<file path="config.mk">
export PLATFORM = sky130hd
export DESIGN_NAME = minsum_cnu
export DESIGN_NICKNAME = d
export VERILOG_FILES = /design/src/rtl/cnu_pkg.sv /design/src/rtl/cnu_atten.sv /design/src/rtl/cnu_ctrl.sv /design/src/rtl/cnu_datapath.sv /design/src/rtl/minsum_cnu.sv
export SDC_FILE = /design/constraint.sdc
export NUM_CORES = 1
export LEC_CHECK = 0
export BUFFER_PORTS_ARGS = -buffer_cell sky130_fd_sc_hd__buf_2
export CAP_MARGIN = 20
export CELL_PAD_IN_SITES_DETAIL_PLACEMENT = 2
export CELL_PAD_IN_SITES_GLOBAL_PLACEMENT = 2
export CORE_MARGIN = 2
export CORE_UTILIZATION = 38
export CTS_BUF_LIST = sky130_fd_sc_hd__clkbuf_8
export DETAILED_ROUTE_END_ITERATION = 10
export PLACE_DENSITY = 0.95
export SKIP_CTS_REPAIR_TIMING = 1
export SLEW_MARGIN = 20
export SYNTH_ARGS = -nofsm -noshare
export SYNTH_HDL_FRONTEND = slang
export SYNTH_SLANG_ARGS = --single-unit
</file>
<file path="constraint.sdc">
create_clock -name clk -period 42.8 [get_ports clk]
set_input_delay 6.42 -clock clk [delete_from_list [all_inputs] [get_ports clk]]
set_output_delay 6.42 -clock clk [all_outputs]
set_load 0.01 [all_outputs]
</file>
<file path="src/rtl/cnu_pkg.sv">
package cnu_pkg;
  // Strobes from control to datapath
  typedef struct packed {
    logic capture;   // latch a new row result into the output register
  } cnuStrobe_t;

  localparam int SEL_W = 3;
endpackage

</file>
<file path="src/rtl/cnu_atten.sv">
module cnu_atten #(
  parameter int MAG_W = 5
) (
  input  logic [MAG_W-1:0]           magIn,
  input  logic [cnu_pkg::SEL_W-1:0]  sel,
  output logic [MAG_W-1:0]           magOut
);
  localparam int SUM_W = MAG_W + 3;

  logic [2:0]       effSel;
  logic [3:0]       weight;
  logic [SUM_W-1:0] ext;
  logic [SUM_W-1:0] sum;

  always_comb begin
    effSel = (sel == 3'd7) ? 3'd6 : sel;
    weight = 4'd8 - {1'b0, effSel};
    ext    = SUM_W'(magIn);
    if (weight[3]) begin
      sum = ext << 3;
    end else begin
      sum = (weight[2] ? (ext << 2) : '0)
          + (weight[1] ? (ext << 1) : '0)
          + (weight[0] ? ext : '0);
    end
    magOut = sum[SUM_W-1:3];
  end
endmodule

</file>
<file path="src/rtl/cnu_ctrl.sv">
module cnu_ctrl
  import cnu_pkg::*;
(
  input  logic       clk,
  input  logic       rstN,
  input  logic       inValid,
  input  logic       outReady,
  output logic       inReady,
  output logic       outValid,
  output cnuStrobe_t strobe
);
  always_comb begin
    inReady        = !outValid || outReady;
    strobe.capture = inValid && inReady;
  end

  always_ff @(posedge clk) begin
    if (!rstN)               outValid <= 1'b0;
    else if (strobe.capture) outValid <= 1'b1;
    else if (outReady)       outValid <= 1'b0;
  end
endmodule

</file>
<file path="src/rtl/cnu_datapath.sv">
module cnu_datapath
  import cnu_pkg::*;
#(
  parameter int DEGREE = 6,
  parameter int IN_W   = 6,
  parameter int MSG_W  = 8
) (
  input  logic                    clk,
  input  logic                    rstN,
  input  cnuStrobe_t              strobe,
  input  logic [DEGREE*IN_W-1:0]  inMsgs,
  input  logic [SEL_W-1:0]        attenSel,
  output logic [DEGREE*MSG_W-1:0] outMsgs,
  output logic                    paritySat
);
  localparam int MAG_W = IN_W - 1;
  localparam int IDX_W = (DEGREE > 1) ? $clog2(DEGREE) : 1;
  localparam logic [MAG_W-1:0] MAG_MAX  = {MAG_W{1'b1}};
  localparam logic [IN_W-1:0]  MOST_NEG = {1'b1, {MAG_W{1'b0}}};

  logic [DEGREE-1:0] signBit;
  logic [MAG_W-1:0]  laneMag [DEGREE];
  logic [MAG_W-1:0]  min1, min2, att1, att2;
  logic [IDX_W-1:0]  minIdx;
  logic              signAll;
  logic [DEGREE*MSG_W-1:0] nextMsgs;

  // Per-lane sign and clamped magnitude
  for (genvar gi = 0; gi < DEGREE; gi++) begin : g_mag
    logic [IN_W-1:0] lane, negLane;
    always_comb begin
      lane        = inMsgs[gi*IN_W +: IN_W];
      negLane     = -lane;
      signBit[gi] = lane[IN_W-1];
      if (lane == MOST_NEG)     laneMag[gi] = MAG_MAX;
      else if (lane[IN_W-1])    laneMag[gi] = negLane[MAG_W-1:0];
      else                      laneMag[gi] = lane[MAG_W-1:0];
    end
  end

  // Two-minimum search, lowest index wins ties
  always_comb begin
    min1   = MAG_MAX;
    min2   = MAG_MAX;
    minIdx = '0;
    for (int i = 0; i < DEGREE; i++) begin
      if (laneMag[i] < min1) begin
        min2   = min1;
        min1   = laneMag[i];
        minIdx = IDX_W'(i);
      end else if (laneMag[i] < min2) begin
        min2 = laneMag[i];
      end
    end
    signAll = ^signBit;
  end

  cnu_atten #(.MAG_W(MAG_W)) u_att1 (.magIn(min1), .sel(attenSel), .magOut(att1));
  cnu_atten #(.MAG_W(MAG_W)) u_att2 (.magIn(min2), .sel(attenSel), .magOut(att2));

  // Per-edge message build
  for (genvar go = 0; go < DEGREE; go++) begin : g_out
    logic [MAG_W-1:0] selMag;
    logic [MSG_W-1:0] wideMag;
    always_comb begin
      selMag  = (minIdx == IDX_W'(go)) ? att2 : att1;
      wideMag = MSG_W'(selMag);
      nextMsgs[go*MSG_W +: MSG_W] = (signAll ^ signBit[go]) ? -wideMag : wideMag;
    end
  end

  always_ff @(posedge clk) begin
    if (!rstN) begin
      outMsgs   <= '0;
      paritySat <= 1'b0;
    end else if (strobe.capture) begin
      outMsgs   <= nextMsgs;
      paritySat <= !signAll;
    end
  end
endmodule

</file>
<file path="src/rtl/minsum_cnu.sv">
module minsum_cnu #(
  parameter int DEGREE = 6,
  parameter int IN_W   = 6,
  parameter int MSG_W  = 8
) (
  input  logic                    clk,
  input  logic                    rstN,
  input  logic                    inValid,
  output logic                    inReady,
  input  logic [DEGREE*IN_W-1:0]  inMsgs,
  input  logic [2:0]              attenSel,
  output logic                    outValid,
  input  logic                    outReady,
  output logic [DEGREE*MSG_W-1:0] outMsgs,
  output logic                    paritySat
);
  cnu_pkg::cnuStrobe_t strobe;

  cnu_ctrl u_ctrl (
    .clk(clk), .rstN(rstN), .inValid(inValid), .outReady(outReady),
    .inReady(inReady), .outValid(outValid), .strobe(strobe)
  );

  cnu_datapath #(.DEGREE(DEGREE), .IN_W(IN_W), .MSG_W(MSG_W)) u_dp (
    .clk(clk), .rstN(rstN), .strobe(strobe), .inMsgs(inMsgs),
    .attenSel(attenSel), .outMsgs(outMsgs), .paritySat(paritySat)
  );
endmodule

</file>
==> summary.txt, run 1 <==
main combinational cell family by area after synthesis: compound AO/OA/AOI/OAI gates
Primary FF master, synth: dfxtp_1
Vias/cell: 6.48
DR pass1 iterations: 7
Critical Path Source: inMsgs[6]
area fraction of the dominant cell type after synthesis: 0.140
mux cell area share after synthesis: 0.0361
final hold viol count: 0
Post-synth EDFFs: 0
Post-Route WL: 31700 µm
share of cells above drive strength 1: 0.169
Via Count: 8351
synthesis-to-finish area growth: 10.3%
core area: 18600 µm²
final core occ: 0.424
GR Overflow Total: 0
Root Buffer: clkbuf_8
vias in the first global route: 9021
CTS sink cnt: 50
final clock skew: 0.0154 ns
Worst Hold End: u_dp.outMsgs[25]
Arr. time, crit path: 22.59 ns
first-pass GRT wire length: 50000 µm
Starting Density: 0.385
post-synthesis cell type with the largest combined area: dfxtp_1
Tightest Pin Transition: 1.06 ns
Async SR Flop Fraction: 0
Distinct cells, synth: 105
largest net degree at the start of global routing: 27
Die ar.: 20000 µm²
r2r endpoint: u_dp.outMsgs[13]
Fmax: 44.7 MHz
post-DP HPWL: 25600 µm
CP max stage delay: 0.66 ns
reg-to-reg slack, setup: 40.31 ns
post-synthesis compound-gate area fraction: 0.357
top cells by area, synth: dfxtp_1 (14%), ha_1 (9.1%), nand2_1 (6.1%), nor2_1 (5.5%), a21oi_1 (4.2%)
GP Congestion: 0.940
fin crit share: 0.523
Residual DRC: 0
Hold WC Path Type: flop to flop
IO buf count: 93
fin crit period: 22.37 ns
Synth Area in XOR/XNOR: 0.0403
initial drt markers: 530
Synth Instances: 987
htree depth: 2
Worst slew margin: 0.290
post-synthesis simple-gate area fraction: 0.264
WP data required: 43.02 ns
Nets: 1158
CP Capture Type: flop
CTS Buffer Depth: 2
Post-Syn Area: 7170 µm²
synthesis-stage register bit count: 50
CTS buffer count: 5
Die W: 141 µm
setup TNS: 0 ns
Critical Path Most Common Cell: nor2_1
hold path cells: 2
syn_area_per_cell: 7.27 µm²
Startpoint Class: primary input
Slew Limit Fails: 0
Setup CP Type: primary input to flop
Routed wire per std cell: 24.6 µm
Hold Startpoint: u_dp.outMsgs[25]
diode count: 0
origin of the critical flop-to-flop path: u_ctrl.outValid
adder-cell share of the synthesized area: 0.113
final setup fails: 0
slowest CP cell: nor3b_1
Site Rows: 50
clock slew at reported path FFs: 0.10 ns
yosys warns: 0
number of max-cap violations: 0
CP max FO: 25
Synth Net Count: 1090
status: completed
cell count of the worst reg-to-reg path: 6
latest clock arrival within the worst-skew pair: 0.34 ns
initial antenna violation count: 0
number of routed nets with antenna violations: 0
RSZ-0062 raised after global routing: false
CTS tree: done
Tot GR Track Use: 0.312
Ports: 94
Die Height: 141 µm
Seq/Total Area, Yosys: 0.140
[cell families after synthesis]
| kind of cell | count (synthesis) |
|---|---|
| buffers and inverters | 91 |
| DFF | 50 |
| xor gates and xnor gates | 33 |
| muxes | 24 |
| adders and majority gates | 60 |
| and+or+nand+nor | 383 |
| AOI/OAI and AO/OA | 346 |
[registers in the layout, summed over array words and instances, names as in the netlist]
| name | flops |
|---|---|
| u_dp.outMsgs | 48 |
| u_ctrl.outValid | 1 |
| u_dp.paritySat | 1 |
[area by class of cell]
type / instances / area [µm²]
Clock buffer: 5 / 68.8
Timing Repair Buffer: 98 / 503
Multi-Input combinational cell: 846 / 5830
Fill cell: 2199 / 10700
Inverter: 54 / 203
Sequential cell: 50 / 1000
Clock inverter: 2 / 13.8
Tap cell: 234 / 293
[worst max path at each step]
stage,cells after the start,endpoint,slack [ns]
2_1_floorplan,61,u_dp.outMsgs[44],24.29
3_3_place_gp,57,u_dp.outMsgs[28],21.78
3_5_place_dp,61,u_dp.outMsgs[41],20.35
4_1_cts,63,u_dp.outMsgs[20],20.63
5_1_grt,64,u_dp.outMsgs[20],19.52
6_report,64,u_dp.outMsgs[27],20.43
[cells in the final DEF, fill, tap and decap left out, drive strengths merged, types with 5 or more instances in the layout]
cell and instances:
mux2i 15, a21o 36, nor4 6, xor2 17, o31ai 20, and2 24, nand2 119, nand2b 5
mux2 9, a21boi 12, a21oi 63, dfxtp 50, nor2 106, buf 98, nor3 19, o21a 9
a211o 12, nor3b 10, nor2b 9, a31oi 22, a211oi 14, fa 8, ha 52, nand3 31
a311oi 6, nand4 6, a41oi 7, xnor2 16, o211ai 13, and3 8, clkbuf 5, or2 17
o21ai 74, inv 55
[routing by layer]
metal	vias to the layer above	global-route usage	part of all wire
met3	95	0.0381	0.038
met4	0	0.115	0.036
li1	3786	-	-
met2	268	0.563	0.50
met1	4202	0.378	0.43
met5	-	0	0
[critical path, delay by kind of cell]
| kind | cells | cell delay (ns) |
|---|---|---|
| buffers and inverters | 3 | 0.51 |
| adders and majority gates | 8 | 2.73 |
| and+or+nand+nor | 28 | 5.99 |
| AOI/OAI and AO/OA | 24 | 6.54 |
| xor gates and xnor gates | 1 | 0.31 |
[cells in the mapped netlist, types with 19 or more instances]
library cell    n
a31oi_1        19
nor2_1        105
a21oi_1        60
inv_1          54
nand3_1        29
and2_1         22
clkbuf_1       32
o21ai_0        57
ha_1           52
a21o_1         35
dfxtp_1        50
nand2_1       117
[through the flow]
step	area (µm²)	instances	hold slack, ns	setup WS (ns)
final	7910	1289	0.463	20.43
after global routing	7910	1289	0.484	19.52
after CTS	7900	1289	0.466	20.63
after detailed placement	7820	1282	0.443	20.35
after global placement	7820	1282	0.430	21.78
after floorplan	7170	987	0.470	24.29
Power of run 1 is not shown: default switching activity piles up to over one toggle a cycle in this logic, so the estimate is an artifact.
==> inputs of run 2 (changes only) <==
- CORE_UTILIZATION: 38 -> 31
- PLACE_DENSITY: 0.95 -> 0.84
- clock period: 42.8 -> 18.7 ns (I/O delays scaled with it)
==> run 2 against run 1 <==
Die area is 22% higher. Clock skew decreased by 0.0026 ns. First-iteration DRC count fell by 24%. Global-route usage fell by 8.5 points. Design area rose by 1.3%.
==> summary.txt, run 2 (same netlist as run 1, synthesis figures left out) <==
CP Capture Type: flop
Die ar.: 24400 µm² (+22%)
CP delay by family, top: compound AO/OA/AOI/OAI gates
hold path cells: 1 (-1)
Vias/cell: 5.94 (-8.3%)
CP max FO: 17 (-32%)
Setup CP Type: primary input to flop
htree depth: 2 (unchanged)
Nets: 1160 (+0.17%)
crit path setup slack, layout: 1.23 ns (-19.20 ns)
WP data required: 18.90 ns (-24.12 ns)
cell count of the worst reg-to-reg path: 6 (unchanged)
leading cell type in the layout, fill and taps excluded: nand2_1
Worst Path Buf+Inv: 3 (unchanged)
largest net degree at the start of global routing: 33 (+22%)
placed inst area: 7900 µm² (+1.0%)
Fmax: 57.2 MHz
diode count: 0 (unchanged)
Critical Path Most Common Cell: ha_1
CTS buffer count: 5 (unchanged)
latest clock arrival within the worst-skew pair: 0.32 ns (-0.02 ns)
synthesis-to-finish area growth: 11.7%
Starting Density: 0.316 (-0.0689)
GR Overflow Total: 0 (unchanged)
clock slew at reported path FFs: 0.10 ns (about the same)
CTS Buffer Depth: 2 (unchanged)
vias in the first global route: 8434 (-6.5%)
Startpoint Class: primary input
setup TNS: 0 ns (unchanged)
Die W: 156 µm (+10%)
share of cells above drive strength 1: 0.170 (+0.00141)
initial drt markers: 402 (-24%)
Residual DRC: 0 (unchanged)
GP Congestion: 0.941 (+0.11%)
CTS sink cnt: 50 (unchanged)
slowest CP cell: o21ai_2
final clock skew: 0.0128 ns (-0.00258 ns)
Tot GR Track Use: 0.227 (-0.0849)
Tightest Pin Transition: 0.924 ns (-0.132 ns)
CP max stage delay: 0.57 ns (-0.09 ns)
Routed wire per std cell: 20.9 µm (-15%)
fin crit share: 0.934
post-DP HPWL: 23000 µm (-10%)
Post-Route WL: 28000 µm (-12%)
CTS tree: done
final setup fails: 0 (unchanged)
Ports: 94 (unchanged)
leading cell types in the layout, fill and taps excluded: nand2_1 (117), nor2_1 (104), buf_2 (93), a21oi_1 (60), o21ai_0 (57)
initial antenna violation count: 0 (unchanged)
DR pass1 iterations: 4 (-3)
Root Buffer: clkbuf_8
Critical Path Stages: 59 (-7.8%)
IO buf count: 93 (unchanged)
first-pass GRT wire length: 44900 µm (-10%)
largest reg by FF count: u_dp.outMsgs
Arr. time, crit path: 17.68 ns (-4.91 ns)
Worst slew margin: 0.379 (+0.0889)
max reg flops: 48 (unchanged)
Die Height: 156 µm (+10%)
pre-CTS WS: 1.09 ns (-19.27 ns)
final hold viol count: 0 (unchanged)
RSZ-0062 raised after global routing: false
Via Count: 7976 (-4.5%)
number of max-cap violations: 0 (unchanged)
Hold WC Path Type: flop to flop
number of routed nets with antenna violations: 0 (unchanged)
Site Rows: 55 (+10%)
fin crit period: 17.47 ns
core area: 22700 µm² (+22%)
largest registers: u_dp.outMsgs x48, u_ctrl.outValid x1, u_dp.paritySat x1
status: completed
Final Instance Area: 8020 µm² (+1.3%)
Slew Limit Fails: 0 (unchanged)
run 2: per-layer routing:
layer  up-vias  track usage  wire [µm]
li1       3782            -          -
met1      3957        0.297      13000
met2       186        0.395      13200
met3        51       0.0236        967
met4         0       0.0620        776
met5         -            0          0
run 2: worst reg2reg max path, stage by stage (launching register included):
cell and delay [ns]:
dfxtp_1 0.32, nand2b_1 0.11, and2_1 0.48, nand2_1 0.53, or2_2 0.47, a41oi_1 0.40
a21o_1 0.16
run 2: path summary, 6_finish.rpt:
kind                    from               end  slack (ns)
min reg2reg  u_dp.outMsgs[7]   u_dp.outMsgs[7]        0.46
min          u_dp.outMsgs[7]   u_dp.outMsgs[7]        0.46
max                inMsgs[6]  u_dp.outMsgs[27]        1.23
max reg2reg  u_ctrl.outValid  u_dp.outMsgs[13]       16.15
run 2: area by class of cell:
cell class,count,area (µm²)
Sequential cell,50,1000
Tap cell,285,357
Clock buffer,5,68.8
Fill cell,2720,14700
Multi-Input combinational cell,846,5830
Timing Repair Buffer,100,518
Inverter,54,203
Clock inverter,3,41.3
run 2: per-stage QoR:
stage	instances	hold WS, ns	utilization
global route	1343	0.489	0.353
detailed placement	1335	0.440	0.348
finish	1343	0.459	0.353
floorplan	987	0.470	-
global placement	1335	0.431	0.348
CTS	1343	0.462	0.353
Power of run 2 is left out for the same reason.
==> inputs of run 3 (changes only) <==
- RECOVER_POWER: default -> 100
==> run 3 against run 2 <==
First-iteration DRC count rose by 6.7%. Via count fell by 0.21%. Critical path depth rose by 1. Global-route usage did not move. Clock-buffer cell count did not move. Die area did not move.
==> summary.txt, run 3 (same netlist as run 1, synthesis figures left out) <==
status: completed
Post-Route WL: 28000 µm (-0.15%)
setup TNS: 0 ns (unchanged)
largest net degree at the start of global routing: 33 (unchanged)
Fillers: 2750 (+1.1%)
cell count of the worst reg-to-reg path: 6 (unchanged)
CP max FO: 27 (+10)
Worst slew margin: 0.377 (-0.00171)
CTS sink cnt: 50 (unchanged)
r2r endpoint: u_dp.outMsgs[13]
CP delay by family, top: compound AO/OA/AOI/OAI gates
number of routed nets with antenna violations: 0 (unchanged)
diode count: 0 (unchanged)
Critical Path Source: inMsgs[6]
Residual DRC: 0 (unchanged)
Critical Path Sink: u_dp.outMsgs[12]
Nets: 1160 (unchanged)
RSZ-0062 raised after global routing: false
Hold WC Path Type: flop to flop
core area: 22700 µm² (unchanged)
final clock skew: 0.0118 ns (-0.000938 ns)
final setup fails: 0 (unchanged)
fin crit period: 17.48 ns (+0.00197 ns)
Die W: 156 µm (unchanged)
latest clock arrival within the worst-skew pair: 0.32 ns (about the same)
htree depth: 2 (unchanged)
leading cell types in the layout, fill and taps excluded: nand2_1 (117), nor2_1 (104), a21oi_1 (60), o21ai_0 (59), inv_1 (55)
CP Capture Type: flop
Slew Limit Fails: 0 (unchanged)
Root Buffer: clkbuf_8
WP data required: 18.91 ns (about the same)
post-DP HPWL: 23000 µm (unchanged)
largest reg by FF count: u_dp.outMsgs
DR pass1 iterations: 5 (+1)
Routed wire per std cell: 20.8 µm (-0.15%)
Ports: 94 (unchanged)
Vias/cell: 5.93 (-0.21%)
origin of the critical flop-to-flop path: u_ctrl.outValid
Critical Path Stages: 60 (+1.7%)
final hold viol count: 0 (unchanged)
Die Height: 156 µm (unchanged)
Tot GR Track Use: 0.227 (unchanged)
Tightest Pin Transition: 0.926 ns (+0.00254 ns)
Fmax: 57.2 MHz (about the same)
max reg flops: 48 (unchanged)
Starting Density: 0.316 (unchanged)
CTS Buffer Depth: 2 (unchanged)
Via Count: 7959 (-0.21%)
clock slew at reported path FFs: 0.10 ns (about the same)
Critical Path Most Common Cell: nor2_1
first-pass GRT wire length: 44900 µm (unchanged)
initial drt markers: 429 (+6.7%)
Startpoint Class: primary input
GR Overflow Total: 0 (unchanged)
leading cell type in the layout, fill and taps excluded: nand2_1
Worst Path Buf+Inv: 5 (+2)
reg-to-reg slack, setup: 16.15 ns (about the same)
CP max stage delay: 0.58 ns (about the same)
share of cells above drive strength 1: 0.119 (-0.0510)
Setup CP Type: primary input to flop
number of max-cap violations: 0 (unchanged)
initial antenna violation count: 0 (unchanged)
IO buf count: 93 (unchanged)
CTS tree: done
GP Congestion: 0.941 (unchanged)
largest registers: u_dp.outMsgs x48, u_ctrl.outValid x1, u_dp.paritySat x1
Site Rows: 55 (unchanged)
vias in the first global route: 8434 (unchanged)
Arr. time, crit path: 17.69 ns (about the same)
slowest CP cell: o21ai_2
Die ar.: 24400 µm² (unchanged)
Final Instance Area: 7940 µm² (-0.94%)
fin crit share: 0.935 (about the same)
CTS buffer count: 5 (unchanged)
Hold Slack: 0.460 ns (+0.00101 ns)
placed inst area: 7900 µm² (unchanged)
synthesis-to-finish area growth: 10.7%
run 3: worst min-delay path by stage:
stage                           startpoint                to  slack, ns  depth (start not counted)
after floorplan           u_dp.outMsgs[43]  u_dp.outMsgs[43]       0.47                          2
after global placement     u_dp.outMsgs[7]   u_dp.outMsgs[7]       0.43                          1
after detailed placement  u_dp.outMsgs[15]  u_dp.outMsgs[15]       0.44                          1
after CTS                 u_dp.outMsgs[15]  u_dp.outMsgs[15]       0.46                          1
after global routing       u_dp.outMsgs[7]   u_dp.outMsgs[7]       0.49                          1
final                     u_dp.outMsgs[15]  u_dp.outMsgs[15]       0.46                          1
run 3: cell type report:
class | instances | area, µm² | share of cell area
tap | 285 | 357 | 0.0449
multi-input combinational | 846 | 5820 | 0.733
inverter | 54 | 203 | 0.0255
clock inverter | 3 | 41.3 | 0.00520
clock buffer | 5 | 68.8 | 0.00867
timing repair buffer | 100 | 453 | 0.0570
sequential | 50 | 1000 | 0.126
run 3: metrics by stage:
| step | std cells | worst slack [ns] | utilization |
|---|---|---|---|
| floorplan | 987 | 3.80 | - |
| global placement | 1335 | 1.52 | 0.348 |
| detailed placement | 1335 | 1.09 | 0.348 |
| CTS | 1343 | 1.39 | 0.353 |
| global route | 1343 | 0.00210 | 0.350 |
| finish | 1343 | 1.22 | 0.350 |
run 3: per-layer routing:
| layer | global-route usage | up-vias | wire [µm] |
|---|---|---|---|
| li1 | - | 3781 | - |
| met1 | 0.297 | 3955 | 13000 |
| met2 | 0.395 | 176 | 13200 |
| met3 | 0.0236 | 47 | 971 |
| met4 | 0.0620 | 0 | 724 |
| met5 | 0 | - | 0 |
Power of run 3 is left out for the same reason.
